**src/rtl/spiq_pkg.sv**
```systemverilog
package spiq_pkg;

  localparam int N_LIM      = 4;
  localparam int IDX_TX_THR = 0;
  localparam int IDX_RX_THR = 1;
  localparam int IDX_TX_WM  = 2;
  localparam int IDX_RX_WM  = 3;

  // status word, most significant field first
  typedef struct packed {
    logic rx_full;
    logic rx_empty;
    logic tx_empty;
    logic tx_full;
    logic busy;
  } status_t;

  function automatic int next_level(input int lvl, input logic up, input logic dn);
    if (up && !dn) return lvl + 1;
    if (dn && !up) return lvl - 1;
    return lvl;
  endfunction

  function automatic int wrap_inc(input int ptr, input int depth);
    return (ptr + 1 == depth) ? 0 : ptr + 1;
  endfunction

  function automatic logic limit_ok(input int value, input int depth);
    return value < depth;
  endfunction

  // "room" style compare: fire while the level has fallen to the limit
  function automatic logic at_or_below(input int lvl, input int lim, input logic en);
    return en && (lvl <= lim);
  endfunction

  // "data" style compare: fire while the level exceeds the limit
  function automatic logic above(input int lvl, input int lim, input logic en);
    return en && (lvl > lim);
  endfunction

endpackage

```
**src/rtl/spiq_fifo.sv**
```systemverilog
module spiq_fifo
  import spiq_pkg::*;
#(
  parameter int DEPTH = 16,
  parameter int DW    = 16,
  parameter int LVL_W = $clog2(DEPTH + 1),
  localparam int PTR_W = $clog2(DEPTH)
) (
  input  logic             clk,
  input  logic             rst_n,
  input  logic             push,
  input  logic [DW-1:0]    push_data,
  input  logic             pop,
  output logic [DW-1:0]    pop_data,
  output logic [LVL_W-1:0] level,
  output logic             full,
  output logic             empty,
  output logic             push_rej,
  output logic             pop_rej
);

  localparam logic [LVL_W-1:0] FULL_LVL = LVL_W'(DEPTH);

  logic [DW-1:0]    mem [DEPTH];
  logic [PTR_W-1:0] wr_ptr;
  logic [PTR_W-1:0] rd_ptr;
  logic             push_ok;
  logic             pop_ok;

  assign full     = (level == FULL_LVL);
  assign empty    = (level == '0);
  assign push_ok  = push && !full;
  assign pop_ok   = pop && !empty;
  assign push_rej = push && !push_ok;
  assign pop_rej  = pop && !pop_ok;
  assign pop_data = mem[rd_ptr];

  always_ff @(posedge clk) begin
    if (push_ok) mem[wr_ptr] <= push_data;
  end

  always_ff @(posedge clk or negedge rst_n) begin
    if (!rst_n) begin
      wr_ptr <= '0;
      rd_ptr <= '0;
      level  <= '0;
    end else begin
      if (push_ok) wr_ptr <= PTR_W'(wrap_inc(int'(wr_ptr), DEPTH));
      if (pop_ok)  rd_ptr <= PTR_W'(wrap_inc(int'(rd_ptr), DEPTH));
      level <= LVL_W'(next_level(int'(level), push_ok, pop_ok));
    end
  end

endmodule

```
**src/rtl/spiq_limit_reg.sv**
```systemverilog
module spiq_limit_reg
  import spiq_pkg::*;
#(
  parameter int DEPTH = 16,
  parameter int CFG_W = 5,
  parameter int LVL_W = $clog2(DEPTH + 1)
) (
  input  logic             clk,
  input  logic             rst_n,
  input  logic             we,
  input  logic [CFG_W-1:0] wdata,
  output logic [LVL_W-1:0] q
);

  logic take;

  assign take = we && limit_ok(int'(wdata), DEPTH);

  always_ff @(posedge clk or negedge rst_n) begin
    if (!rst_n)    q <= '0;
    else if (take) q <= LVL_W'(wdata);
  end

endmodule

```
**src/rtl/spiq_req_gen.sv**
```systemverilog
module spiq_req_gen
  import spiq_pkg::*;
#(
  parameter int LVL_W = 5
) (
  input  logic [LVL_W-1:0] tx_level,
  input  logic [LVL_W-1:0] rx_level,
  input  logic [LVL_W-1:0] tx_thr,
  input  logic [LVL_W-1:0] rx_thr,
  input  logic [LVL_W-1:0] tx_wm,
  input  logic [LVL_W-1:0] rx_wm,
  input  logic [1:0]       dma_en,
  output logic             tx_thr_hit,
  output logic             rx_thr_hit,
  output logic             tx_req,
  output logic             rx_req
);

  assign tx_thr_hit = at_or_below(int'(tx_level), int'(tx_thr), 1'b1);
  assign rx_thr_hit = above(int'(rx_level), int'(rx_thr), 1'b1);
  assign tx_req     = at_or_below(int'(tx_level), int'(tx_wm), dma_en[1]);
  assign rx_req     = above(int'(rx_level), int'(rx_wm), dma_en[0]);

endmodule

```
**src/rtl/spiq_buffers.sv**
```systemverilog
module spiq_buffers
  import spiq_pkg::*;
#(
  parameter int DEPTH = 16,
  parameter int DW    = 16,
  parameter int CFG_W = 5,
  localparam int LVL_W = $clog2(DEPTH + 1)
) (
  input  logic             clk,
  input  logic             rst_n,
  input  logic             bus_tx_push,
  input  logic [DW-1:0]    bus_tx_data,
  input  logic             eng_tx_pop,
  output logic [DW-1:0]    eng_tx_data,
  input  logic             eng_rx_push,
  input  logic [DW-1:0]    eng_rx_data,
  input  logic             bus_rx_pop,
  output logic [DW-1:0]    bus_rx_data,
  input  logic [3:0]       cfg_we,
  input  logic [CFG_W-1:0] cfg_wdata,
  input  logic             dma_en_we,
  input  logic [1:0]       dma_en_wdata,
  output logic [LVL_W-1:0] tx_thr,
  output logic [LVL_W-1:0] rx_thr,
  output logic [LVL_W-1:0] tx_wm,
  output logic [LVL_W-1:0] rx_wm,
  output logic [1:0]       dma_en,
  output logic [LVL_W-1:0] tx_level,
  output logic [LVL_W-1:0] rx_level,
  input  logic             engine_busy,
  output logic [4:0]       status,
  output logic             tx_thr_irq,
  output logic             rx_thr_irq,
  output logic             tx_dma_req,
  output logic             rx_dma_req,
  output logic             tx_overflow,
  output logic             rx_underflow
);

  logic             tx_full, tx_empty, rx_full, rx_empty;
  logic             tx_push_rej, tx_pop_rej;
  logic             rx_push_rej, rx_pop_rej;
  logic [LVL_W-1:0] lim_q [N_LIM];
  status_t          st;

  spiq_fifo #(.DEPTH(DEPTH), .DW(DW), .LVL_W(LVL_W)) u_txq (
    .clk, .rst_n,
    .push(bus_tx_push), .push_data(bus_tx_data),
    .pop(eng_tx_pop),   .pop_data(eng_tx_data),
    .level(tx_level), .full(tx_full), .empty(tx_empty),
    .push_rej(tx_push_rej), .pop_rej(tx_pop_rej)
  );

  spiq_fifo #(.DEPTH(DEPTH), .DW(DW), .LVL_W(LVL_W)) u_rxq (
    .clk, .rst_n,
    .push(eng_rx_push), .push_data(eng_rx_data),
    .pop(bus_rx_pop),   .pop_data(bus_rx_data),
    .level(rx_level), .full(rx_full), .empty(rx_empty),
    .push_rej(rx_push_rej), .pop_rej(rx_pop_rej)
  );

  for (genvar g = 0; g < N_LIM; g++) begin : g_lim
    spiq_limit_reg #(.DEPTH(DEPTH), .CFG_W(CFG_W), .LVL_W(LVL_W)) u_lim (
      .clk, .rst_n, .we(cfg_we[g]), .wdata(cfg_wdata), .q(lim_q[g])
    );
  end

  assign tx_thr = lim_q[IDX_TX_THR];
  assign rx_thr = lim_q[IDX_RX_THR];
  assign tx_wm  = lim_q[IDX_TX_WM];
  assign rx_wm  = lim_q[IDX_RX_WM];

  always_ff @(posedge clk or negedge rst_n) begin
    if (!rst_n)         dma_en <= 2'b00;
    else if (dma_en_we) dma_en <= dma_en_wdata;
  end

  spiq_req_gen #(.LVL_W(LVL_W)) u_req (
    .tx_level, .rx_level, .tx_thr, .rx_thr, .tx_wm, .rx_wm, .dma_en,
    .tx_thr_hit(tx_thr_irq), .rx_thr_hit(rx_thr_irq),
    .tx_req(tx_dma_req), .rx_req(rx_dma_req)
  );

  always_comb begin
    st.busy     = engine_busy;
    st.tx_full  = tx_full;
    st.tx_empty = tx_empty;
    st.rx_empty = rx_empty;
    st.rx_full  = rx_full;
  end

  assign status       = st;
  assign tx_overflow  = tx_push_rej;
  assign rx_underflow = rx_pop_rej;

endmodule


```
**config.mk**
```make
export PLATFORM = sky130hd
export DESIGN_NAME = spiq_buffers
export DESIGN_NICKNAME = d
export VERILOG_FILES = /design/src/rtl/spiq_pkg.sv /design/src/rtl/spiq_fifo.sv /design/src/rtl/spiq_limit_reg.sv /design/src/rtl/spiq_req_gen.sv /design/src/rtl/spiq_buffers.sv
export SDC_FILE = /design/constraint.sdc
export NUM_CORES = 1
export LEC_CHECK = 0
export BUFFER_PORTS_ARGS = -buffer_cell sky130_fd_sc_hd__buf_2
export CAP_MARGIN = 20
export CORE_MARGIN = 4
export CORE_UTILIZATION = 55
export CTS_CLUSTER_SIZE = 10
export DETAILED_ROUTE_END_ITERATION = 8
export PLACE_DENSITY = 0.8
export SLEW_MARGIN = 20
export SYNTH_ARGS = -nofsm -noshare
export SYNTH_HDL_FRONTEND = slang
export SYNTH_SLANG_ARGS = --single-unit
```
**constraint.sdc**
```tcl
create_clock -name clk -period 4.08 [get_ports clk]
set_input_delay 0.612 -clock clk [delete_from_list [all_inputs] [get_ports clk]]
set_output_delay 0.612 -clock clk [all_outputs]
set_load 0.02 [all_outputs]
```
After elaboration in Yosys (flattened, before gate mapping)
Memories as Yosys holds them, arrays and structs flattened.
Cells that the tools add are included.
Storage, ports and cells
  memories: 2
  RAM bits: 512
  word-level logic and storage cells: 82
  bits in registers: 48
  input port bits: 51
  output and inout port bits: 75
Memory list
  u_rxq.mem: words 16, width 16, rd ports 1, clocked after memory_dff 0, write ports 1, line spiq_fifo.sv:24  | logic [DW-1:0] mem [DEPTH];
  u_txq.mem: words 16, width 16, rd ports 1, clocked after memory_dff 0, write ports 1, line spiq_fifo.sv:24
Cells by class
  order comparisons: 5
  reduce and logical (&&, ||, !) cells: 28
  muxes and demuxes: 22
  add/sub/neg operators: 8
  equality and inequality tests: 6
Operator list (number)
  2-to-1 mux 5 bit: 8
  equality test 5 bit (second input constant): 6
  adder 4 x 1 -> 5 bit (second input constant): 4
  logical AND 1 bit: 16
  2-to-1 mux 4 bit: 4
  adder 5 x 1 -> 5 bit (second input constant): 2
  greater-than comparator 5 bit: 2
  less-or-equal comparator 5 bit: 2
  zero test 5 bit: 2
  2-to-1 mux 1 bit: 10
  subtractor 5 x 1 -> 5 bit (second input constant): 2
  zero test 1 bit: 8
  < comparator 5 bit (second input constant): 1
  nonzero test 2 bit: 2

Logic depth before layout (Yosys ltp)
  depth after elaboration: 9
  depth in mapped cells: 12
  depth with buffers taken out: 10

By module
Synthesis repeated with hierarchy kept, for this count alone.
Second synthesis, totals
  cells, all modules: 1185
  area total of the unflattened synthesis: 22766.8 um^2
By module, submodules not included
  spiq_fifo: area an instance 10696.5 um^2, cells each 531, seq. area each 8012.7 um^2, instances 2
  spiq_limit_reg: area an instance 192.7 um^2, cells each 11, seq. area each 125.1 um^2, instances 4
  spiq_req_gen: area an instance 493.0 um^2, cells each 70, seq. area each 0.0 um^2, instances 1
  spiq_buffers: area an instance 110.1 um^2, cells each 9, seq. area each 50.0 um^2, instances 1

Worst setup path before layout
Ideal clock, no wire load.
  path kind: register to register
  from: reg u_txq.level[0]
  to: mem u_txq.mem[0][0] (enable)
  clock period less this slack: 3.306 ns
  path slack: 0.774 ns
  cell stages (with the launch flop): 7
  setup time: 0.430 ns
  path buffers: 1
  arrival time: 2.876 ns
  data required time: 3.650 ns
  path through: dfrtp_1 > inv_1 > ha_1 > or3b_1 > buf_2 > o21ai_4 > nor4_1
On the way
  longest elaborated chain between the ends: 5
Ends and longest elaborated chain
  start: declaration: line spiq_fifo.sv:15  | output logic [LVL_W-1:0] level,
  start signal: assignment: line spiq_fifo.sv:50  | level <= LVL_W'(next_level(int'(level), push_ok, pop_ok));
  equality test 5 bit: line spiq_fifo.sv:30  | assign full = (level == FULL_LVL);
  zero test 1 bit: line spiq_fifo.sv:32  | assign push_ok = push && !full;
  logical AND 1 bit: line spiq_fifo.sv:32
  2-to-1 mux 1 bit: line spiq_fifo.sv:39  | if (push_ok) mem[wr_ptr] <= push_data;
  2-to-1 mux 1 bit (implied by the code): line spiq_fifo.sv:39
  end: declaration: line spiq_fifo.sv:24
No other way between the ends.

Final worst setup path
  from: reg u_txq.rd_ptr[3]
  to: out eng_tx_data[13]
On the way
  longest elaborated chain between the ends: 1
Ends and longest elaborated chain
  start: declaration: line spiq_fifo.sv:26  | logic [PTR_W-1:0] rd_ptr;
  start signal: assignment: line spiq_fifo.sv:49  | if (pop_ok) rd_ptr <= PTR_W'(wrap_inc(int'(rd_ptr), DEPTH));
  memory (16 x 16 bit)
  end: declaration: line spiq_buffers.sv:14  | output logic [DW-1:0] eng_tx_data,
No other way between the ends.

==> results_dict.tcl <==
set metrics [dict create \
    fin_setup_tns_ps 0 \
    p_per_area_nw_per_um2 713 \
    cts_root_buf "clkbuf_16" \
    dp_hpwl_um 28500 \
    synth_common_cells "edfxtp_1 (512), mux2i_1 (129), a221oi_1 (65)" \
    synth-edff-count 512 \
    num_rows 74 \
    dpl.cell_count 1903 \
    grt_pass1_vias 12910 \
    critical_path_class "reg2out" \
    wl_met1_um 19200 \
    ctsLongestPathBuffers 3 \
    netlist_instances 1268 \
    hold_violations 0 \
    port_buffers 123 \
    fp.dieW_um 211 \
    ys_top_cells_by_area "edfxtp_1 (68%), mux4_2 (6.4%), mux2i_1 (5.7%), dfrtp_1 (5.3%), a221oi_1 (2.5%)" \
    cts_tree "yes" \
    finalSetupViolCount 0 \
    postSynthAreaPerCell_um2 17.8 \
    grtUsageTotal 0.221 \
    clk_latency_ps 580 \
    arrival_ps 3080 \
    die_h_um 211 \
    status "complete, no violations" \
    drt_iter0_markers 1006 \
    holdBufCountCts 0 \
    fin_cells 2002 \
    netlist.area_leader.share 0.680 \
    cts_sinks 560 \
    layout-drive-gt1-share 0.233 \
    synth_top_area_cell "edfxtp_1" \
    grt_max_degree 53 \
    vias 12254 \
    wl_met3_um 3050 \
    fin_area_um2 25900 \
    start_kind "flip-flop" \
    antenna_found_initial 4 \
    vias_per_cell 6.12 \
    routed_wl_um 49200 \
    overflow 0 \
    crit_fanout 18 \
    fin_util 0.635 \
    ys_seq_elements 560 \
    dr.max_layer_used "met5" \
    cp.required_ps 3470 \
    dieArea_um2 44400 \
    timing.hold.ws_ps 29.9 \
    post_cts_buffers 0 \
    fin_total_pwr_mw 18.5 \
    ant_nets 0 \
    fill_cells 2738 \
    async_flop_share 0.0857 \
    endpoint_kind "output pin" \
    initial_core_util 0.555 \
    peakVddDrop_mv 0.462 \
    place.gp.congestion 0.820 \
    ios 126 \
    rsz0062_at_grt "no" \
    synth_most_common_cell "edfxtp_1" \
    ys.flop_type "edfxtp_1" \
    slew_viol_final 0 \
    cts_buffers 66 \
    fmax_mhz 271 \
    slew_headroom 0.342 \
    post-route-worst-setup-slack_ps 390 \
    drv_cap 0 \
    avgRoutedWirePerCell_um 24.6 \
    tightestPinTransition_ps 987 \
    final.min_clock_period_ps 3690 \
    clkTransAtPathRegs_ps 50 \
    ys_seq_area_frac 0.733 \
    wl_met2_um 25700 \
    syn_to_final_growth_pct 14.5 \
    place_area_um2 24000 \
    firstDrtPassIters 5 \
    cts_resized 0 \
    grt_pass1_wl_um 75000 \
    dp_slack_ps 1100 \
    yosysWarnings 0 \
    hp-class "in2async" \
    drcViolationCount 0 \
    h-tree-depth 3 \
    core_um2 40700 \
    fin_worst_skew_ps 22.1 \
    fin_crit_sh 0.904 \
    synth_nets 1357 \
    yosysUniqueCellTypes 45 \
    p_leak_nw 9.28 \
    synthesis.area_um2 22600 \
    final_nets 1528 \
]
-- layout make-up --
type	instances	area, µm²	share of cell area
Sequential cell	560	16600	0.641
Multi-Input combinational cell	585	5550	0.214
Clock buffer	86	1750	0.0675
Timing Repair Buffer	177	1060	0.0410
Tap cell	532	666	0.0257
Inverter	49	184	0.00711
Clock inverter	8	76.3	0.00295
Antenna cell	5	12.5	0.000484
-- worst max-delay path, stage by stage (launching register included) --
cell      delay [ps]
dfrtp_1          930
inv_1            640
a221oi_1         510
a22oi_1          160
nand2_1          100
buf_2            160
-- power by group --
part           leakage [nW]  internal (mW)  switching, mW
clock network         0.886           2.98           2.10
logic                  3.18           2.34           3.54
registers              5.21           6.94          0.551
total                  9.28           12.3           6.20
-- cell families (layout without fill, tap and decap cells) --
logic type,after synthesis,count (layout),share of synthesized area
flip-flops,560,560,0.733
multiplexers,199,199,0.124
AO/OA/AOI/OAI,191,191,0.0609
AND/OR/NAND/NOR,145,145,0.0316
buffers and inverters,123,320,0.0246
adder cells (fa/ha/maj),38,38,0.0210
XOR/XNOR,12,12,0.00465
other,0,5,0
-- flip-flops by register name, summed over array words and instances (netlist names), 4 cells and up --
register       count
u_rxq.rd_ptr       4
u_txq.level        5
u_rxq.level        5
u_rxq.wr_ptr       4
g_lim.u_lim.q     20
u_txq.wr_ptr       4
u_rxq.mem        256
u_txq.rd_ptr       4
u_txq.mem        256
-- placed cells by master, fill, tap and decap left out, drive strengths merged, types with 3 or more instances in the layout --
cell type | Yosys | layout
nand2b | 3 | 3
mux2i | 129 | 129
a22oi | 35 | 35
xnor2 | 12 | 12
mux2 | 6 | 6
o31a | 3 | 3
nor3 | 6 | 6
o21ai | 56 | 56
nor2 | 21 | 21
inv | 48 | 52
a21oi | 10 | 10
clkbuf | 32 | 86
edfxtp | 512 | 512
buf | 42 | 177
a221oi | 65 | 65
o22ai | 3 | 3
ha | 38 | 38
and2 | 15 | 15
a211oi | 3 | 3
a21o | 5 | 5
nand2 | 59 | 59
nand3 | 6 | 6
nor2b | 10 | 10
nor3b | 5 | 5
clkinv | 1 | 5
nand4 | 7 | 7
dfrtp | 48 | 48
diode | 0 | 5
nor4 | 8 | 8
mux4 | 64 | 64
-- per-layer routing --
metal  global-route usage  vias up
li1                     -     5406
met1                0.287     6295
met2                0.377      453
met3               0.0454       98
met4               0.0756        2
met5                    0        -
-- path summary, 6_finish.rpt --
check | cells after the start | endpoint | start | slack, ps
max | 5 | eng_tx_data[13] | u_txq.rd_ptr[3] | 390
min | 1 | g_lim[1].u_lim.q[2] | rst_n | 30
max reg2reg | 10 | u_txq.level[3] | u_txq.level[0] | 1090
min reg2reg | 1 | dma_en[0] | dma_en[0] | 530
max in group asynchronous | 2 | u_rxq.wr_ptr[1] | rst_n | 3520
min in group clk | 2 | dma_en[0] | dma_en_wdata[0] | 260
Power figures use the tool's default switching activity.
